$ cat src/rtl/sup_pkg.sv
package sup_pkg;

  typedef enum logic [2:0] {
    SV_STRETCH = 3'd0,
    SV_FAULT   = 3'd1,
    SV_RUN     = 3'd2,
    SV_WD_LOW  = 3'd3,
    SV_WD_HIGH = 3'd4
  } sv_state_e;

  localparam int unsigned MAX_TIMEOUT_UNITS = 200;

  // Timeout (and post-fault stretch) length in units for a scale point.
  function automatic int unsigned scale_timeout_units(input logic [1:0] sel);
    case (sel)
      2'd0:    return 20;
      2'd1:    return 44;
      2'd2:    return 94;
      default: return 200;
    endcase
  endfunction

  // Low-pulse width in units during the watchdog train.
  function automatic int unsigned scale_pulse_units(input logic [1:0] sel);
    case (sel)
      2'd0:    return 1;
      2'd1:    return 3;
      2'd2:    return 7;
      default: return 14;
    endcase
  endfunction

  // Phases in which the reset line is released.
  function automatic logic state_releases(input sv_state_e s);
    return (s == SV_RUN) || (s == SV_WD_HIGH);
  endfunction

endpackage

$ cat src/rtl/sup_kick_sync.sv
module sup_kick_sync #(
  parameter int SYNC_STAGES = 2
) (
  input  logic clk,
  input  logic rst,
  input  logic async_in,
  output logic kick_evt
);
  localparam int CHAIN = SYNC_STAGES + 1;

  logic [CHAIN-1:0] chain_q;

  always_ff @(posedge clk) begin
    if (rst) chain_q <= '0;
    else     chain_q <= {chain_q[CHAIN-2:0], async_in};
  end

  // Synchronized level is the last sync stage; the extra flop holds its history.
  assign kick_evt = chain_q[SYNC_STAGES-1] & ~chain_q[SYNC_STAGES];
endmodule

$ cat src/rtl/sup_interval_timer.sv
module sup_interval_timer #(
  parameter int CW = 8
) (
  input  logic          clk,
  input  logic          rst,
  input  logic          clr,
  input  logic [CW-1:0] limit,
  output logic          done,
  output logic [CW-1:0] count
);
  logic [CW:0] next_count;

  assign next_count = {1'b0, count} + {{CW{1'b0}}, 1'b1};
  // Terminal when this cycle is the limit-th one of the interval.
  assign done = next_count >= {1'b0, limit};

  always_ff @(posedge clk) begin
    if (rst || clr || done) count <= '0;
    else                    count <= next_count[CW-1:0];
  end
endmodule

$ cat src/rtl/sup_ctrl.sv
module sup_ctrl
  import sup_pkg::*;
#(
  parameter int CW          = 10,
  parameter int UNIT_CYCLES = 4
) (
  input  logic          clk,
  input  logic          rst,
  input  logic          fault_any,
  input  logic          kick_evt,
  input  logic          wd_disable,
  input  logic [1:0]    scale_sel,
  input  logic          tmr_done,
  output logic          tmr_clr,
  output logic [CW-1:0] tmr_limit,
  output logic [CW-1:0] t_lim,
  output logic [CW-1:0] p_lim,
  output sv_state_e     state,
  output logic          rst_n_q
);
  sv_state_e nxt;
  logic      wd_hold;

  assign t_lim = CW'(scale_timeout_units(scale_sel) * UNIT_CYCLES);
  assign p_lim = CW'(scale_pulse_units(scale_sel) * UNIT_CYCLES);
  assign tmr_limit = (state == SV_WD_LOW) ? p_lim : t_lim;
  assign wd_hold = kick_evt | wd_disable;

  always_comb begin
    nxt     = state;
    tmr_clr = 1'b0;
    if (fault_any) begin
      nxt     = SV_FAULT;
      tmr_clr = 1'b1;
    end else begin
      case (state)
        SV_FAULT: begin
          nxt     = SV_STRETCH;
          tmr_clr = 1'b1;
        end
        SV_STRETCH: if (tmr_done) nxt = SV_RUN;
        SV_RUN: begin
          if (wd_hold)       tmr_clr = 1'b1;
          else if (tmr_done) nxt = SV_WD_LOW;
        end
        SV_WD_LOW: if (tmr_done) nxt = SV_WD_HIGH;
        SV_WD_HIGH: begin
          if (wd_hold) begin
            nxt     = SV_RUN;
            tmr_clr = 1'b1;
          end else if (tmr_done) begin
            nxt = SV_WD_LOW;
          end
        end
        default: begin
          nxt     = SV_STRETCH;
          tmr_clr = 1'b1;
        end
      endcase
    end
  end

  always_ff @(posedge clk) begin
    if (rst) begin
      state   <= SV_STRETCH;
      rst_n_q <= 1'b0;
    end else begin
      state   <= nxt;
      rst_n_q <= state_releases(nxt);
    end
  end
endmodule

$ cat src/rtl/rst_supervisor.sv
module rst_supervisor
  import sup_pkg::*;
#(
  parameter int NFLT        = 3,
  parameter int UNIT_CYCLES = 4,
  parameter int SYNC_STAGES = 2
) (
  input  logic            clk,
  input  logic            rst,
  input  logic            wd_kick,
  input  logic            wd_disable,
  input  logic [NFLT-1:0] fault_flags,
  input  logic [1:0]      scale_sel,
  output logic            mcu_rst_n
);
  localparam int MAX_CYC = MAX_TIMEOUT_UNITS * UNIT_CYCLES;
  localparam int CW      = $clog2(MAX_CYC + 1);

  logic          fault_any;
  logic          kick_evt;
  logic          tmr_clr;
  logic          tmr_done;
  logic [CW-1:0] tmr_limit;
  logic [CW-1:0] tmr_cnt;
  logic [CW-1:0] t_lim;
  logic [CW-1:0] p_lim;
  sv_state_e     state;

  assign fault_any = |fault_flags;

  sup_kick_sync #(.SYNC_STAGES(SYNC_STAGES)) u_kick (
    .clk      (clk),
    .rst      (rst),
    .async_in (wd_kick),
    .kick_evt (kick_evt)
  );

  sup_interval_timer #(.CW(CW)) u_timer (
    .clk   (clk),
    .rst   (rst),
    .clr   (tmr_clr),
    .limit (tmr_limit),
    .done  (tmr_done),
    .count (tmr_cnt)
  );

  sup_ctrl #(.CW(CW), .UNIT_CYCLES(UNIT_CYCLES)) u_ctrl (
    .clk        (clk),
    .rst        (rst),
    .fault_any  (fault_any),
    .kick_evt   (kick_evt),
    .wd_disable (wd_disable),
    .scale_sel  (scale_sel),
    .tmr_done   (tmr_done),
    .tmr_clr    (tmr_clr),
    .tmr_limit  (tmr_limit),
    .t_lim      (t_lim),
    .p_lim      (p_lim),
    .state      (state),
    .rst_n_q    (mcu_rst_n)
  );
endmodule

$ cat config.mk
export PLATFORM = sky130hd
export DESIGN_NAME = rst_supervisor
export DESIGN_NICKNAME = d
export VERILOG_FILES = /design/src/rtl/sup_pkg.sv /design/src/rtl/sup_kick_sync.sv /design/src/rtl/sup_interval_timer.sv /design/src/rtl/sup_ctrl.sv /design/src/rtl/rst_supervisor.sv
export SDC_FILE = /design/constraint.sdc
export NUM_CORES = 1
export LEC_CHECK = 0
export CAP_MARGIN = 20
export CORE_ASPECT_RATIO = 1.2
export CORE_MARGIN = 2
export CORE_UTILIZATION = 50
export DETAILED_ROUTE_END_ITERATION = 8
export GPL_TIMING_DRIVEN = 1
export PLACE_DENSITY_LB_ADDON = 0.25
export SYNTH_ARGS = -nofsm -noshare
export SYNTH_HDL_FRONTEND = slang
export SYNTH_SLANG_ARGS = --single-unit
$ cat constraint.sdc
create_clock -name clk -period 7.1 [get_ports clk]
set_input_delay 1.775 -clock clk [delete_from_list [all_inputs] [get_ports clk]]
set_output_delay 1.775 -clock clk [all_outputs]
set_load 0.02 [all_outputs]
# Yosys cells after proc, flatten, opt, wreduce, memory -nomap -nowiden
# Index checks and enable logic that the tools add are counted.
# totals
regBits	17
input_bits	9
output_inout_bits	1
elab_cells	37
# classes
add_sub_neg	1
order_cmp	1
eq_ne	7
muxes	13
bitwise_logic	3
n_reduce_logical	8
# op_table
cell	count
$pmux W8 S3	1
$mux W3	6
$pmux W3 S4	1
$pmux W4 S3	1
$add A10 B1 Y11 const B	1
$ge A11 B10 Y1	1
$mux W10	1
$eq A3 B2 Y1 const B	3
$eq A3 B3 Y1 const B	2
$reduce_or A2 Y1	2
$logic_not A3 Y1	1
$logic_or A1 B1 Y1	3
$reduce_or A3 Y1	1
$eq A2 B1 Y1 const B	1
$eq A2 B2 Y1 const B	1
$logic_not A2 Y1	1
$mux W1	2
$pmux W1 S2	1
$and A1 B1 Y1	1
$not A1 Y1	1
$or A1 B1 Y1	1

# Logic depth before layout (Yosys ltp)
# depth
depth_word	10
depth_mapped	11

# By module
# A second synthesis with hierarchy kept.
# unflattened
hier_cells	164
hier_area_um2	1350.0
# by_module_without_submodules
mod	instances	cells_each	area_each_um2
sup_interval_timer	1	98	822.0
sup_ctrl	1	58	434.2
sup_kick_sync	1	7	87.6
rst_supervisor	1	1	6.3

# Worst setup path before layout
# No wires, ideal clock.
# synth_timing
path_kind	in2reg
start	input port scale_sel[0]
end	register u_ctrl.rst_n_q
t_arrival_ps	3217
required_time_ps	6977
slack_ps	3760
stages	8
path_cell_list	nand3_1 -> o21ai_1 -> ha_1 -> a41oi_2 -> o221ai_2 -> a41oi_4 -> mux2i_1 -> nor3_2
# synth_between
elab_chain_len	10
elab_cells_between_ends	17
# synth_lines
item	line_no	rtl
start, declared	rst_supervisor.sv:13	input logic [1:0] scale_sel,
$eq A2 B2 Y1 (tied with other cells)	sup_pkg.sv:15, sup_pkg.sv:25	
$pmux W4 S3 or $pmux W8 S3 (tied branches)	sup_pkg.sv:25, sup_pkg.sv:15	
$mux W10 (*)	sup_ctrl.sv:26	assign tmr_limit = (state == SV_WD_LOW) ? p_lim : t_lim;
$ge A11 B10 Y1 (*)	sup_interval_timer.sv:15	assign done = next_count >= {1'b0, limit};
$mux W3	sup_ctrl.sv:44, sup_ctrl.sv:51	
$mux W3, on equally long branches	sup_ctrl.sv:48, sup_ctrl.sv:43	
$pmux W3 S4 (*)	sup_ctrl.sv:36	case (state)
$mux W3 (*)	sup_ctrl.sv:32	if (fault_any) begin
$eq A3 B2 Y1 or $eq A3 B3 Y1 (tied branches)	sup_pkg.sv:35	return (s == SV_RUN) || (s == SV_WD_HIGH);
$logic_or A1 B1 Y1 (*)	sup_pkg.sv:35	
end signal, assigned	sup_ctrl.sv:69	rst_n_q <= state_releases(nxt);
end, declared	sup_ctrl.sv:19	output logic rst_n_q
# Mark *: on every way between the ends. The rest lies on a longest branch, timed or not.
# A chain may end at the register's enable or synchronous reset.

# Worst setup path in the final report
# layout_timing
start	input port scale_sel[0]
end	register u_timer.count[3]
# layout_between
elab_chain_len	5
elab_cells_between_ends	8
# layout_lines
item	line_no	rtl
$eq A2 B2 Y1 (tied with other cells)	sup_pkg.sv:15, sup_pkg.sv:25	
$pmux W4 S3 or $pmux W8 S3 (tied branches)	sup_pkg.sv:25, sup_pkg.sv:15	
$mux W10 (*)	sup_ctrl.sv:26	
$ge A11 B10 Y1 (*)	sup_interval_timer.sv:15	
$logic_or A1 B1 Y1 (*)	sup_interval_timer.sv:18	if (rst || clr || done) count <= '0;
end signal, assigned	sup_interval_timer.sv:19	else count <= next_count[CW-1:0];
end, declared	sup_interval_timer.sv:9	output logic [CW-1:0] count
# Marked as above.

==> impl_metrics.py <==
metrics = {
    "grt": {
        "grt_use_total_pct": 19.8,
        "busiest_layer": "met2",
        "met1_usage_pct": 23.1,
        "grt_pass1_wl_mm": 3.54,
        "grtUsageMet2_pct": 34.5,
        "grt_max_degree": 12,
        "grt_overflow": 0,
        "antenna_found_initial": 0,
        "grt_pass1_vias": 825,
        "met3_usage_pct": 1.98,
    },
    "yosys": {
        "ys_seq_area_share_pct": 31.7,
        "synth_compound_area_share_pct": 20.1,
        "synth-simple-area-share_pct": 25.9,
        "synth_top_family_by_area": "simple AND/OR/NAND/NOR gates",
        "syn_nets": 138,
        "async_flop_share_pct": 0,
        "synth_seq_cells": 17,
        "synth_cell_type_count": 34,
        "synthXorXnorAreaFrac_pct": 7.35,
        "syn_inst": 120,
        "synth_flop_cell": "dfxtp_1",
        "avgSynthCellArea_um2": 8.94,
        "synth-edff-count": 0,
        "yosys_warnings": 0,
        "synth_mux_area_share_pct": 1.87,
        "syn_area_um2": 1070,
        "synthAdderAreaFrac_pct": 10.5,
    },
    "worst_setup_path": {
        "ff2ff_path_depth": 10,
        "critPathMaxFanout": 10,
        "path_class": "in2reg",
        "crit_arrival_ns": 4.08,
        "startpoint": "scale_sel[0]",
        "crit_path_start_kind": "input port",
        "r2r_end": "u_timer.count[3]",
        "cp-end-kind": "flop",
        "regToRegSetupSlack_ns": 4.23,
        "worstReg2RegStart": "u_ctrl.state[1]",
        "worstSetupEndpoint": "u_timer.count[3]",
        "cp.required_ns": 7.33,
    },
    "timing": {
        "skew_ns": 0.00294,
        "slew_violations": 0,
        "fin_ws_ns": 3.25,
        "final_hold_viol_count": 0,
        "fin_crit_sh_pct": 54.2,
        "fmax_mhz": 260,
        "maxSlewHeadroom_pct": 71.8,
        "rsz0062_at_grt": "false",
        "worstMarginPinSlew_ns": 0.423,
        "fin_tns_setup_ns": 0,
        "period_needed_ns": 3.85,
        "whs_ns": 0.450,
        "setup-violations-final": 0,
    },
    "route": {
        "post_drt_via_cell_ratio": 5.41,
        "vias": 865,
        "firstDrtPassIters": 4,
        "routed_wl_mm": 2.05,
        "drc": 0,
        "post_drt_wl_per_cell_um": 12.8,
        "drt-initial-drc-count": 8,
        "postRouteAntennaNets": 0,
    },
    "die": {
        "die-area_um2": 2530,
        "start_util_pct": 52.3,
        "fp.dieH_um": 54.7,
        "die_w_um": 46.3,
        "core_um2": 2050,
        "boundaryPins": 10,
        "rows": 18,
    },
    "power_and_ir_drop": {
        "p_leak_uw": 0.000457,
        "power_density_nw_per_um2": 137,
        "peakVddDrop_mv": 0.109,
    },
    "min_path": {
        "hp-class": "reg2reg",
    },
    "clocking": {
        "cts.sinks": 17,
        "cts_hold_buf": 0,
        "cts_tree": "built",
        "cts-root-buf": "clkbuf_4",
        "cts_buffers": 3,
        "clk_pin_slew_ns": 0.10,
        "post-cts-setup-buffer-count": 0,
        "htree_levels": 1,
        "clk-insertion-delay-late_ns": 0.29,
        "cts_resized": 0,
        "clock_path_buffers": 2,
    },
    "finish": {
        "layout_commonest_cell": "dfxtp_1",
        "drive_gt1_share_pct": 9.23,
        "diodes": 0,
        "layout.nets": 149,
        "mostFrequentLayoutCells": "17 x dfxtp_1, 11 x nor2b_1, 11 x nand2_1",
        "finalCoreUtilization_pct": 59.3,
        "design_area_um2": 1210,
        "syn2layout_area_growth_pct": 13.3,
    },
    "place": {
        "place_congestion": 0.827,
        "dp_hpwl_mm": 1.65,
        "dp_slack_ns": 2.97,
        "placed_area_um2": 1190,
        "io_buffers": 9,
    },
    "run": {
        "max-cap-violations": 0,
    },
    "run_status": {
        "status": "finished clean",
    },
}
## state kept, by name (all words and copies together) (netlist names)
register,flops
u_ctrl.rst_n_q,1
u_kick.chain_q,3
u_ctrl.state,3
u_timer.count,10
## cell usage after synthesis (all sizes together) (2+ instances only)
cell type / count / share of area (%)
a21o: 2 / 1.4
nand2: 11 / 3.9
nor2b: 11 / 6.4
nor3: 5 / 2.8
nand4: 2 / 1.2
nand2b: 3 / 1.8
nand3: 8 / 4.7
xnor2: 4 / 3.3
a41oi: 2 / 4.1
o21ai: 4 / 1.9
inv: 4 / 1.4
o31ai: 2 / 1.4
mux2i: 2 / 1.9
ha: 9 / 11
clkbuf: 2 / 0.70
dfxtp: 17 / 32
xor2: 5 / 4.1
a21oi: 7 / 3.3
nor2: 8 / 2.8
## per-stage QoR
| step | power (uW) | std cells |
|---|---|---|
| after floorplan | 109 | 120 |
| after global placement | 116 | 156 |
| after detailed placement | 116 | 156 |
| after CTS | 168 | 160 |
| after global routing | 173 | 160 |
| final | 166 | 160 |
## cell families after synthesis
| group | Yosys count |
|---|---|
| flops | 17 |
| mux | 2 |
| simple gates | 52 |
| compound gates | 24 |
| fa+ha+maj | 9 |
| buf+inv | 7 |
| xor+xnor | 9 |
## worst min-delay path by stage
stage / from / endpoint / slack [ns] / cells after the start
global route: u_kick.chain_q[0] / u_kick.chain_q[1] / 0.47 / 1
CTS: u_kick.chain_q[0] / u_kick.chain_q[1] / 0.46 / 1
global placement: u_kick.chain_q[0] / u_kick.chain_q[1] / 0.42 / 1
finish: u_kick.chain_q[0] / u_kick.chain_q[1] / 0.45 / 1
floorplan: u_kick.chain_q[0] / u_kick.chain_q[1] / 0.41 / 1
detailed placement: u_kick.chain_q[0] / u_kick.chain_q[1] / 0.43 / 1
## critical path, cell delays in order
cell             delay [ns]
clkdlybuf4s50_1        0.61
nand3_1                0.14
o21ai_1                0.10
ha_1                   0.26
a41oi_2                0.21
o221ai_2               0.15
a41oi_4                0.40
o2111ai_4              0.26
nor2b_1                0.16
## layer usage
layer | up-vias | wire (um) | part of all wire [%]
met5 | - | 0 | 0
met2 | 15 | 1020 | 50
li1 | 445 | - | -
met3 | 5 | 49 | 2.4
met4 | 0 | 53 | 2.6
met1 | 400 | 926 | 45
## area by class of cell
class	count	area [um2]
sequential	17	340
clock buffer	3	22.5
inverter	4	15.0
clock inverter	1	5.00
tap	30	37.5
multi-input combinational	96	704
timing repair buffer	9	90.1
fill	170	835
## power by group
group	switching [uW]	leakage, uW	internal (uW)
clock network	31.2	0.0000177	21.0
logic	8.03	0.000301	8.37
registers	1.10	0.000138	96.5
Note: power is estimated with default switching activity, not from simulation.
